### config.mk
export PLATFORM = sky130hd
export DESIGN_NAME = map_reg_unit
export DESIGN_NICKNAME = d
export VERILOG_FILES = /design/src/rtl/mru_pkg.sv /design/src/rtl/mru_regfile.sv /design/src/rtl/mru_xlate.sv /design/src/rtl/mru_seq.sv /design/src/rtl/map_reg_unit.sv
export SDC_FILE = /design/constraint.sdc
export NUM_CORES = 2
export LEC_CHECK = 0
export BUFFER_PORTS_ARGS = -buffer_cell sky130_fd_sc_hd__buf_2
export CAP_MARGIN = 5
export CORE_MARGIN = 10
export CORE_UTILIZATION = 50
export CTS_CLUSTER_SIZE = 10
export DETAILED_ROUTE_END_ITERATION = 8
export PLACE_DENSITY_LB_ADDON = 0.15
export SETUP_SLACK_MARGIN = 0.15
export SKIP_CTS_REPAIR_TIMING = 1
export SYNTH_ARGS = -nofsm -noshare
export SYNTH_HDL_FRONTEND = slang
export SYNTH_HIERARCHICAL = 1
export SYNTH_SLANG_ARGS = --single-unit
### constraint.sdc
create_clock -name clk_i -period 5.85 [get_ports clk_i]
set_clock_uncertainty 0.2 [all_clocks]
set_input_delay 0.2925 -clock clk_i [delete_from_list [all_inputs] [get_ports clk_i]]
set_output_delay 0.2925 -clock clk_i [all_outputs]
set_load 0.02 [all_outputs]
### src/rtl/mru_pkg.sv
package mru_pkg;
  typedef enum logic [2:0] {
    CMD_MAPX  = 3'd0,
    CMD_COPY  = 3'd1,
    CMD_LIN   = 3'd2,
    CMD_REGS  = 3'd3,
    CMD_STATE = 3'd4,
    CMD_FENCE = 3'd5
  } cmd_e;

  typedef enum logic [1:0] {S_IDLE, S_MAP, S_LIN} seq_st_e;
endpackage

### src/rtl/mru_regfile.sv
module mru_regfile #(
  parameter int unsigned DW    = 16,
  parameter int unsigned N     = 128,
  parameter int unsigned AW    = 7,
  parameter int unsigned PPN_W = 10
) (
  input  logic             clk_i,
  input  logic             rst_ni,
  input  logic             we_i,
  input  logic [AW-1:0]    waddr_i,
  input  logic [DW-1:0]    wdata_i,
  input  logic [AW-1:0]    raddr_i,
  output logic [DW-1:0]    rdata_o,
  input  logic [AW-1:0]    xaddr_i,
  output logic [PPN_W-1:0] xdata_o
);
  logic [DW-1:0] regs [N];

  always_ff @(posedge clk_i or negedge rst_ni) begin
    if (!rst_ni) begin
      for (int i = 0; i < N; i++) regs[i] <= '0;
    end else if (we_i) begin
      regs[waddr_i] <= wdata_i;
    end
  end

  assign rdata_o = regs[raddr_i];
  assign xdata_o = regs[xaddr_i][PPN_W-1:0];
endmodule

### src/rtl/mru_xlate.sv
module mru_xlate #(
  parameter int unsigned LA_W  = 15,
  parameter int unsigned OFF_W = 10,
  parameter int unsigned PPN_W = 10,
  parameter int unsigned RI_W  = 7,
  localparam int unsigned PG_W = LA_W - OFF_W,
  localparam int unsigned PA_W = PPN_W + OFF_W
) (
  input  logic             en_i,
  input  logic             user_i,
  input  logic [LA_W-1:0]  la_i,
  output logic [RI_W-1:0]  xaddr_o,
  input  logic [PPN_W-1:0] ppn_i,
  output logic [PA_W-1:0]  pa_o
);
  // active bank is system (0) or user (1)
  assign xaddr_o = {1'b0, user_i, la_i[LA_W-1:OFF_W]};

  generate
    if (PA_W > LA_W) begin : g_wide
      always_comb pa_o = en_i ? {ppn_i, la_i[OFF_W-1:0]}
                              : {{(PA_W-LA_W){1'b0}}, la_i};
    end else begin : g_narrow
      always_comb pa_o = en_i ? {ppn_i, la_i[OFF_W-1:0]} : la_i[PA_W-1:0];
    end
  endgenerate
endmodule

### src/rtl/mru_seq.sv
module mru_seq
  import mru_pkg::*;
#(
  parameter int unsigned DW   = 16,
  parameter int unsigned LA_W = 15,
  parameter int unsigned PG_W = 5,
  localparam int unsigned RI_W = PG_W + 2,
  localparam int unsigned NPM  = 1 << PG_W
) (
  input  logic            clk_i,
  input  logic            rst_ni,
  input  logic            prot_i,
  input  logic            irq_i,
  input  logic            cmd_valid_i,
  input  logic [2:0]      cmd_op_i,
  input  logic [1:0]      cmd_map_i,
  input  logic [DW-1:0]   opnd_i,
  input  logic [DW-1:0]   cnt_i,
  input  logic [RI_W-1:0] regp_i,
  input  logic [DW-1:0]   mptr_i,
  output logic            rf_we_o,
  output logic [RI_W-1:0] rf_waddr_o,
  output logic [DW-1:0]   rf_wdata_o,
  output logic [RI_W-1:0] rf_raddr_o,
  input  logic [DW-1:0]   rf_rdata_i,
  output logic            mem_we_o,
  output logic [LA_W-1:0] mem_addr_o,
  output logic [DW-1:0]   mem_wdata_o,
  input  logic [DW-1:0]   mem_rdata_i,
  output logic            busy_o,
  output logic            done_o,
  output logic            resume_o,
  output logic            viol_o,
  output logic            intr_dis_o,
  output logic            map_en_o,
  output logic            user_sel_o,
  output logic [LA_W-1:0] fence_o,
  output logic [DW-1:0]   opnd_o,
  output logic [DW-1:0]   cnt_o,
  output logic [RI_W-1:0] regp_o,
  output logic [DW-1:0]   mptr_o
);
  seq_st_e         st_q;
  cmd_e            op_q;
  logic [1:0]      map_q, src_q, dst_q;
  logic            store_q;
  logic [PG_W-1:0] idx_q;
  logic [LA_W-1:0] base_q;
  logic [DW-1:0]   cnt_nx;
  logic            is_load, viol_c;
  cmd_e            op_in;

  assign op_in   = cmd_e'(cmd_op_i);
  assign is_load = (op_in == CMD_MAPX && !opnd_i[DW-1]) || (op_in == CMD_COPY) ||
                   ((op_in == CMD_LIN || op_in == CMD_REGS) && !cnt_i[DW-1] && (|cnt_i));
  assign viol_c  = prot_i && (is_load ||
                   ((op_in == CMD_STATE || op_in == CMD_FENCE) && user_sel_o));
  assign cnt_nx  = store_q ? cnt_o + DW'(1) : cnt_o - DW'(1);
  assign busy_o  = (st_q != S_IDLE);

  always_comb begin
    rf_we_o     = 1'b0;
    rf_waddr_o  = '0;
    rf_wdata_o  = '0;
    rf_raddr_o  = '0;
    mem_we_o    = 1'b0;
    mem_addr_o  = '0;
    mem_wdata_o = '0;
    unique case (st_q)
      S_MAP: begin
        mem_addr_o = base_q + {{(LA_W-PG_W){1'b0}}, idx_q};
        if (op_q == CMD_COPY) begin
          rf_raddr_o = {src_q, idx_q};
          rf_waddr_o = {dst_q, idx_q};
          rf_wdata_o = rf_rdata_i;
          rf_we_o    = 1'b1;
        end else if (store_q) begin
          rf_raddr_o  = {map_q, idx_q};
          mem_we_o    = 1'b1;
          mem_wdata_o = rf_rdata_i;
        end else begin
          rf_waddr_o = {map_q, idx_q};
          rf_wdata_o = mem_rdata_i;
          rf_we_o    = 1'b1;
        end
      end
      S_LIN: begin
        rf_raddr_o = regp_o;
        rf_waddr_o = regp_o;
        mem_addr_o = mptr_o[LA_W-1:0];
        if (op_q == CMD_REGS) begin
          rf_we_o    = 1'b1;
          rf_wdata_o = mptr_o;
        end else if (store_q) begin
          mem_we_o    = 1'b1;
          mem_wdata_o = rf_rdata_i;
        end else begin
          rf_we_o    = 1'b1;
          rf_wdata_o = mem_rdata_i;
        end
      end
      default: ;
    endcase
  end

  always_ff @(posedge clk_i or negedge rst_ni) begin
    if (!rst_ni) begin
      st_q <= S_IDLE;  op_q <= CMD_MAPX;
      map_q <= '0;  src_q <= '0;  dst_q <= '0;
      store_q <= 1'b0;  idx_q <= '0;  base_q <= '0;
      done_o <= 1'b0;  resume_o <= 1'b0;  viol_o <= 1'b0;  intr_dis_o <= 1'b0;
      map_en_o <= 1'b0;  user_sel_o <= 1'b0;  fence_o <= '0;
      opnd_o <= '0;  cnt_o <= '0;  regp_o <= '0;  mptr_o <= '0;
    end else begin
      done_o     <= 1'b0;
      resume_o   <= 1'b0;
      intr_dis_o <= 1'b0;
      unique case (st_q)
        S_IDLE: if (cmd_valid_i) begin
          op_q   <= op_in;
          viol_o <= viol_c;
          if (viol_c) begin
            done_o <= 1'b1;
          end else begin
            unique case (op_in)
              CMD_MAPX: begin
                map_q   <= cmd_map_i;
                store_q <= opnd_i[DW-1];
                base_q  <= opnd_i[LA_W-1:0];
                opnd_o  <= opnd_i + DW'(NPM);
                idx_q   <= '0;
                st_q    <= S_MAP;
              end
              CMD_COPY: begin
                src_q <= {1'b0, opnd_i[DW-1]};
                dst_q <= {1'b1, opnd_i[0]};
                idx_q <= '0;
                st_q  <= S_MAP;
              end
              CMD_LIN, CMD_REGS: begin
                cnt_o   <= cnt_i;
                regp_o  <= regp_i;
                mptr_o  <= mptr_i;
                store_q <= (op_in == CMD_LIN) && cnt_i[DW-1];
                if (cnt_i == '0 || (op_in == CMD_REGS && cnt_i[DW-1])) done_o <= 1'b1;
                else st_q <= S_LIN;
              end
              CMD_STATE: begin
                map_en_o   <= opnd_i[DW-1];
                user_sel_o <= opnd_i[DW-2];
                intr_dis_o <= 1'b1;
                done_o     <= 1'b1;
              end
              CMD_FENCE: begin
                fence_o <= opnd_i[LA_W-1:0];
                done_o  <= 1'b1;
              end
              default: done_o <= 1'b1;
            endcase
          end
        end
        S_MAP: begin
          idx_q <= idx_q + PG_W'(1);
          if (idx_q == '1) begin
            st_q   <= S_IDLE;
            done_o <= 1'b1;
          end
        end
        S_LIN: begin
          cnt_o  <= cnt_nx;
          regp_o <= regp_o + RI_W'(1);
          mptr_o <= mptr_o + DW'(1);
          if (cnt_nx == '0) begin
            st_q   <= S_IDLE;
            done_o <= 1'b1;
          end else if (irq_i && cnt_nx[3:0] == 4'hF) begin
            st_q     <= S_IDLE;
            resume_o <= 1'b1;
          end
        end
        default: st_q <= S_IDLE;
      endcase
    end
  end
endmodule

### src/rtl/map_reg_unit.sv
module map_reg_unit #(
  parameter int unsigned DW    = 16,
  parameter int unsigned LA_W  = 15,
  parameter int unsigned OFF_W = 10,
  parameter int unsigned PPN_W = 10,
  localparam int unsigned PG_W = LA_W - OFF_W,
  localparam int unsigned RI_W = PG_W + 2,
  localparam int unsigned NREG = 1 << RI_W,
  localparam int unsigned PA_W = PPN_W + OFF_W
) (
  input  logic            clk_i,
  input  logic            rst_ni,
  input  logic            prot_i,
  input  logic            irq_i,
  input  logic            cmd_valid_i,
  input  logic [2:0]      cmd_op_i,
  input  logic [1:0]      cmd_map_i,
  input  logic [DW-1:0]   opnd_i,
  input  logic [DW-1:0]   cnt_i,
  input  logic [RI_W-1:0] regp_i,
  input  logic [DW-1:0]   mptr_i,
  input  logic [LA_W-1:0] log_addr_i,
  output logic [PA_W-1:0] phys_addr_o,
  output logic            mem_we_o,
  output logic [LA_W-1:0] mem_addr_o,
  output logic [DW-1:0]   mem_wdata_o,
  input  logic [DW-1:0]   mem_rdata_i,
  output logic            busy_o,
  output logic            done_o,
  output logic            resume_o,
  output logic            viol_o,
  output logic            intr_dis_o,
  output logic            map_en_o,
  output logic            user_sel_o,
  output logic [LA_W-1:0] fence_o,
  output logic [DW-1:0]   opnd_o,
  output logic [DW-1:0]   cnt_o,
  output logic [RI_W-1:0] regp_o,
  output logic [DW-1:0]   mptr_o
);
  logic             rf_we;
  logic [RI_W-1:0]  rf_waddr, rf_raddr, rf_xaddr;
  logic [DW-1:0]    rf_wdata, rf_rdata;
  logic [PPN_W-1:0] rf_ppn;

  mru_regfile #(.DW(DW), .N(NREG), .AW(RI_W), .PPN_W(PPN_W)) u_rf (
    .clk_i, .rst_ni,
    .we_i(rf_we), .waddr_i(rf_waddr), .wdata_i(rf_wdata),
    .raddr_i(rf_raddr), .rdata_o(rf_rdata),
    .xaddr_i(rf_xaddr), .xdata_o(rf_ppn)
  );

  mru_xlate #(.LA_W(LA_W), .OFF_W(OFF_W), .PPN_W(PPN_W), .RI_W(RI_W)) u_xl (
    .en_i(map_en_o), .user_i(user_sel_o), .la_i(log_addr_i),
    .xaddr_o(rf_xaddr), .ppn_i(rf_ppn), .pa_o(phys_addr_o)
  );

  mru_seq #(.DW(DW), .LA_W(LA_W), .PG_W(PG_W)) u_seq (
    .clk_i, .rst_ni, .prot_i, .irq_i,
    .cmd_valid_i, .cmd_op_i, .cmd_map_i, .opnd_i, .cnt_i, .regp_i, .mptr_i,
    .rf_we_o(rf_we), .rf_waddr_o(rf_waddr), .rf_wdata_o(rf_wdata),
    .rf_raddr_o(rf_raddr), .rf_rdata_i(rf_rdata),
    .mem_we_o, .mem_addr_o, .mem_wdata_o, .mem_rdata_i,
    .busy_o, .done_o, .resume_o, .viol_o, .intr_dis_o,
    .map_en_o, .user_sel_o, .fence_o, .opnd_o, .cnt_o, .regp_o, .mptr_o
  );
endmodule

* Word-level counts from Yosys, hierarchy flattened
Index checks and enable logic that the tools add are counted.
** Cells by class
- Add/sub/neg operators :: 7
- Order comparisons :: 4
- Eq/ne operators :: 19
- Muxes and demuxes :: 73
- Bitwise gates (word level) :: 4
- Reduce and logical (&&, ||, !) cells :: 37
** Operators by type and width (number)
- 2048-bit bitwise mux :: 1
- 16-bit two-way mux :: 16
- 16-bit binary-select mux with 7-bit select :: 2
- 16-bit case mux with 2 select lines :: 4
- 16-bit demux with 7-bit select :: 1
- 7-bit two-way mux :: 7
- 7-bit case mux with 2 select lines :: 3
- 16-bit by 1-bit adder with 16-bit output (second input constant) :: 2
- 16-bit logical NOT :: 2
- 15-bit case mux with 2 select lines :: 1
- 4-bit AND reduction :: 7
- 8-bit greater-or-equal comparator (second input constant) :: 3
- 10-bit two-way mux :: 2
- 20-bit two-way mux :: 1
- 1-bit two-way mux :: 18
- 16-bit by 6-bit adder with 16-bit output (second input constant) :: 1
- 7-bit NOT with 8-bit output :: 2
- 16-bit OR reduction :: 1
- 16-bit by 1-bit subtractor with 16-bit output (second input constant) :: 1
- 15-bit by 5-bit adder with 15-bit output :: 1
- 5-bit two-way mux :: 3
- 2-bit two-way mux :: 6
- 5-bit case mux with 2 select lines :: 1
- 3-bit by 2-bit == test with 1-bit output (second input constant) :: 3
- 28 further kinds :: 55
** Storage, ports and cells
- Flip-flop bits (word level) :: 2155
- Bits of input ports :: 96

* Logic depth before layout (Yosys ltp)
- Depth in word-level cells :: 10
- Gate-level depth with buffers :: 20

* Hierarchy
Netlist, hierarchy kept.
** By module, submodules not included
- mru_regfile :: times used 1, cells an instance 6016, area each 102435.7 µm², seq. area each 51249.2 µm²
- mru_seq :: times used 1, cells an instance 895, area each 7458.4 µm², seq. area each 2552.4 µm²
- mru_xlate :: times used 1, cells an instance 29, area each 255.2 µm², seq. area each 0.0 µm²

* Worst setup path after synthesis
Ideal clock, no wire load.
- Path type :: register to register
- From :: register u_seq.store_q
- To :: register u_rf/regs[1679] in the netlist's numbering
- Setup time :: 125 ps
- Data arrival time :: 4987 ps
- Setup slack :: 539 ps
- Cell stages (with the launch flop) :: 20
- Clock period less this slack :: 5311 ps
- Path through :: dfrtp_1 clkbuf_1 inv_1 clkbuf_1 a21oi_1 nand2_1 a21boi_0 buf_2 buf_1 mux4_2 mux4_2 mux4_2 mux2_2 nand2_1 o21ai_0 a22oi_1 nor2b_1 clkbuf_1 clkbuf_1 mux2_2
** On the way
- Longest elaborated chain between the ends :: 10
- Elaborated cells between the ends (all ways) :: 25
** RTL lines
- start, declared :: line mru_seq.sv:46 : logic store_q;
- start signal, assigned :: line mru_seq.sv:128 : store_q <= opnd_i[DW-1];
- start signal, assigned :: line mru_seq.sv:144 : store_q <= (op_in == CMD_LIN) && cnt_i[DW-1];
- 7-bit two-way mux :: line mru_seq.sv:77 : end else if (store_q) begin
- 7-bit two-way mux :: line mru_seq.sv:72 : if (op_q == CMD_COPY) begin
- 7-bit case mux with 2 select lines :: line mru_seq.sv:69 : unique case (st_q)
- named net rf_raddr[0] :: line map_reg_unit.sv:42 : logic [RI_W-1:0] rf_waddr, rf_raddr, rf_xaddr;
- 7-bit NOT with 8-bit output (not written as such) :: line mru_regfile.sv:27 : assign rdata_o = regs[raddr_i];
- 16-bit binary-select mux with 7-bit select :: line mru_regfile.sv:27
- 16-bit two-way mux (not written as such) (2 in series) :: line mru_regfile.sv:27
- named net rf_rdata[15] :: line map_reg_unit.sv:43 : logic [DW-1:0] rf_wdata, rf_rdata;
- 16-bit two-way mux :: line mru_seq.sv:72
- 16-bit case mux with 2 select lines :: line mru_seq.sv:69
- named net rf_wdata[15] :: line map_reg_unit.sv:43
- 2048-bit bitwise mux :: line mru_regfile.sv:23 : regs[waddr_i] <= wdata_i;
- end signal, assigned by index :: line mru_regfile.sv:23
- end, declared :: line mru_regfile.sv:17 : logic [DW-1:0] regs [N];
The timed path passes the listed nets, and every way through them passes these cells. The select of a mux whose other input is x is not followed.
A chain may end at the register's enable or synchronous reset.

* Worst setup path in the final report
- From :: register u_seq.st_q[0]
- To :: output mem_wdata_o[14]
** On the way
- Longest elaborated chain between the ends :: 9
- Elaborated cells between the ends (all ways) :: 11
** RTL lines
- start, declared :: line mru_seq.sv:43 : seq_st_e st_q;
- start signal, assigned :: line mru_seq.sv:108 : st_q <= S_IDLE; op_q <= CMD_MAPX;
- start signal, assigned :: line mru_seq.sv:132 : st_q <= S_MAP;
- start signal, assigned :: line mru_seq.sv:138 : st_q <= S_MAP;
- 2-bit == test or 2-bit by 1-bit == test with 1-bit output (tied branches) :: line mru_seq.sv:69
- 7-bit case mux with 2 select lines * :: line mru_seq.sv:69
- named net rf_raddr[0] :: line map_reg_unit.sv:42
- 7-bit NOT with 8-bit output (not written as such) * :: line mru_regfile.sv:27
- 16-bit binary-select mux with 7-bit select * :: line mru_regfile.sv:27
- 16-bit two-way mux (not written as such) * (2 in series) :: line mru_regfile.sv:27
- named net rf_rdata[14] :: line map_reg_unit.sv:43
- 16-bit two-way mux * :: line mru_seq.sv:77, mru_seq.sv:94
- 16-bit two-way mux (on tied branches) :: line mru_seq.sv:91, mru_seq.sv:72
- 16-bit case mux with 2 select lines * :: line mru_seq.sv:69
- end, declared :: line map_reg_unit.sv:26 : output logic [DW-1:0] mem_wdata_o,
The timed path passes the listed nets; every way through them passes the cells marked *. The select of a mux whose other input is x is not followed.

==> results.yml <==
global_routing:
  grt_max_degree: 187
  grt_pass1_wl_um: 492000
  grt_pass1_vias: 69800
  grt_usage_pct: 27.9
  antenna_found_initial: 21
  overflow: 0
clock_tree:
  clkSlewWorstSetupHoldPaths_ns: 0.06
  cts.path.max_buffers: 3
  clkLatencyLatePin_ns: 0.91
  numCtsBuffers: 240
  ctsRootBufferMaster: "clkbuf_16"
  cts_tree: "built"
  cts_sinks: 2150
  htreeDepth: 4
timing:
  holdWs_ns: 0.0245
  fin_crit_sh_pct: 99.5
  grt_setup_unrepaired: "yes"
  worst_pin_slew_ns: 1.17
  final.setup.worst_slack_ns: 0.0275
  timing.final.crit_period_ns: 5.82
  setup_violations: 0
  clock.fmax_ghz: 0.172
  slew_violations: 0
  max_slew_margin_pct: 22.0
  hold_viol: 0
logic_synthesis:
  synth_nets: 7068
  synth_top_area_cell: "dfrtp_1"
  synthCells: 6940
  synth_top_area_share_pct: 48.8
  synthFlopType: "dfrtp_1"
  netlist_top_cells_area: "dfrtp_1, mux4_2, mux2_2, clkbuf_1, nand2_1"
  ys_ff_latch: 2150
  yosys-top-cells-count: "dfrtp_1, mux2_2, mux4_2"
  async_reset_ff_share_pct: 100
  synth_edf_count: 0
  netlist_area_um2: 110000
  yosysWarnings: 6
  synthDistinctLibCells: 74
  synth.most_common_cell: "dfrtp_1"
  syn_area_per_cell_um2: 15.9
  yosysSeqAreaShare_pct: 48.8
finish:
  nNetsFinal: 7356
  drive_gt1_share_pct: 58.9
  regArea_um2: 53800
  multi_input_area_um2: 54000
  nFillCells: 16900
  syn_to_final_growth_pct: 13.9
power_and_ir_drop:
  powerDensity_nw_per_um2: 332
  cellLeakagePower_nw: 57.3
  ir_worst_vdd_uv: 318
critical_path:
  endpoint_kind: "output pin"
  cp_max_fo: 11
  worst_ep_arrival_time_ns: 5.33
  crit_required_ns: 5.36
  path_class: "reg -> out"
  cp-start-kind: "register"
place:
  port_buffers: 204
  hpwl_um: 211000
  gp_congestion: 0.936
  post-place-ws_ns: 0.100
routing:
  dr_total_vias: 68300
  antenna_left: 2
  wl_per_cell_um: 34.0
  viasPerCell: 6.71
  dr.first_iter.drc_count: 7182
  drt_wl_total_um: 346000
  drc_errors: 0
  drt_first_pass_iters: 6
floorplan:
  core-area_um2: 220000
  dieArea_um2: 239000
  die_width_um: 489
  chipHeight_um: 489
  start_util_pct: 50.2
  rows: 172
  io-pin-count: 225
min_path:
  min_path_type: "in -> reg"
run:
  cap_violations: 0
status:
  status: "complete, but fails checks"
  violations: "antenna rules"
==> flip-flops by register name (all words and copies together), names as in the netlist, 3 cells and up <==
signal / count
u_rf/regs: 2048
u_seq/base_q: 10
u_seq/cnt_o: 16
u_seq/fence_o: 15
u_seq/idx_q: 5
u_seq/mptr_o: 16
u_seq/op_q: 3
u_seq/opnd_o: 16
u_seq/regp_o: 7
==> kinds of logic after synthesis <==
kind of cell / Yosys count / synth area share, %
muxes: 3224 / 44.1
DFF: 2150 / 48.8
buffers and inverters: 721 / 2.69
and+or+nand+nor: 515 / 2.19
AOI/OAI and AO/OA: 268 / 1.54
adders and majority gates: 32 / 0.377
xor gates and xnor gates: 29 / 0.231
other: 1 / 0.00340
==> per-layer routing <==
metal	GRT usage (%)	wire, µm
met5	0	54
met4	10.7	13900
met3	6.33	30200
met2	43.5	161000
met1	38.4	141000
==> power breakdown <==
group	switching [mW]	leakage (nW)	internal, mW
registers	0.718	29.9	15.6
clock network	5.99	3.24	7.53
logic	7.36	24.2	4.46
==> final cells by class <==
| type | count | share of cell area (%) |
|---|---|---|
| multi-input cells | 4071 | 43.0 |
| flip-flops and latches | 2150 | 42.9 |
| repair buffers | 748 | 5.83 |
| clock buffers | 294 | 5.09 |
| well taps | 2871 | 2.86 |
| clock inverters | 15 | 0.217 |
| inverters | 17 | 0.0509 |
| diodes | 15 | 0.0299 |
==> path summary, 6_finish.rpt <==
check / from / end / slack [ns] / cells past startpoint
max in group asynchronous: rst_ni / u_rf/regs[715] / 4.21 / 3
hold reg to reg: u_seq/opnd_o[15] / u_seq/opnd_o[15] / 0.28 / 2
setup / recovery: u_seq/st_q[0] / mem_wdata_o[14] / 0.03 / 13
setup reg to reg: u_seq/st_q[0] / u_rf/regs[108] / 0.16 / 18
hold / removal: regp_i[6] / u_seq/regp_o[6] / 0.02 / 4
min in group asynchronous: rst_ni / u_rf/regs[2014] / 0.16 / 3
==> stage by stage <==
stage	TNS [ns]	instance area [µm²]	std cells	utilization, %	power [mW]
6_report	0	125000	10200	57.2	41.6
5_1_grt	-0.506	125000	10200	57.1	43.2
4_1_cts	-2.14	123000	9998	56.0	40.9
3_5_place_dp	0	116000	9689	52.9	27.4
3_3_place_gp	0	116000	9689	52.9	27.2
2_1_floorplan	0	110000	6940	-	22.8
==> layout by cell type, fill, tap and decap left out, types with 33 or more instances in the layout <==
cell and instances:
buf_4 328, mux2_2 2092, nand2_1 233, o21ai_0 95
dlygate4sd3_1 69, buf_12 89, clkbuf_16 262, buf_2 188
mux4_2 1092, clkbuf_1 39, nand3_1 43, dfrtp_1 2149
nor2_2 38, nor2_1 33, a21oi_1 49
==> worst max-delay path: stages (launching register included) <==
cell and delay (ns):
dfrtp_2 0.42, inv_1 0.08, ha_2 0.41, a21boi_4 0.33, buf_12 0.23, buf_12 0.13, buf_16 0.14, buf_12 0.16
mux4_2 0.54, mux4_2 0.64, mux4_2 0.55, mux2_4 0.34, and3_1 0.22, buf_4 0.17
Power figures use the tool's default switching activity.
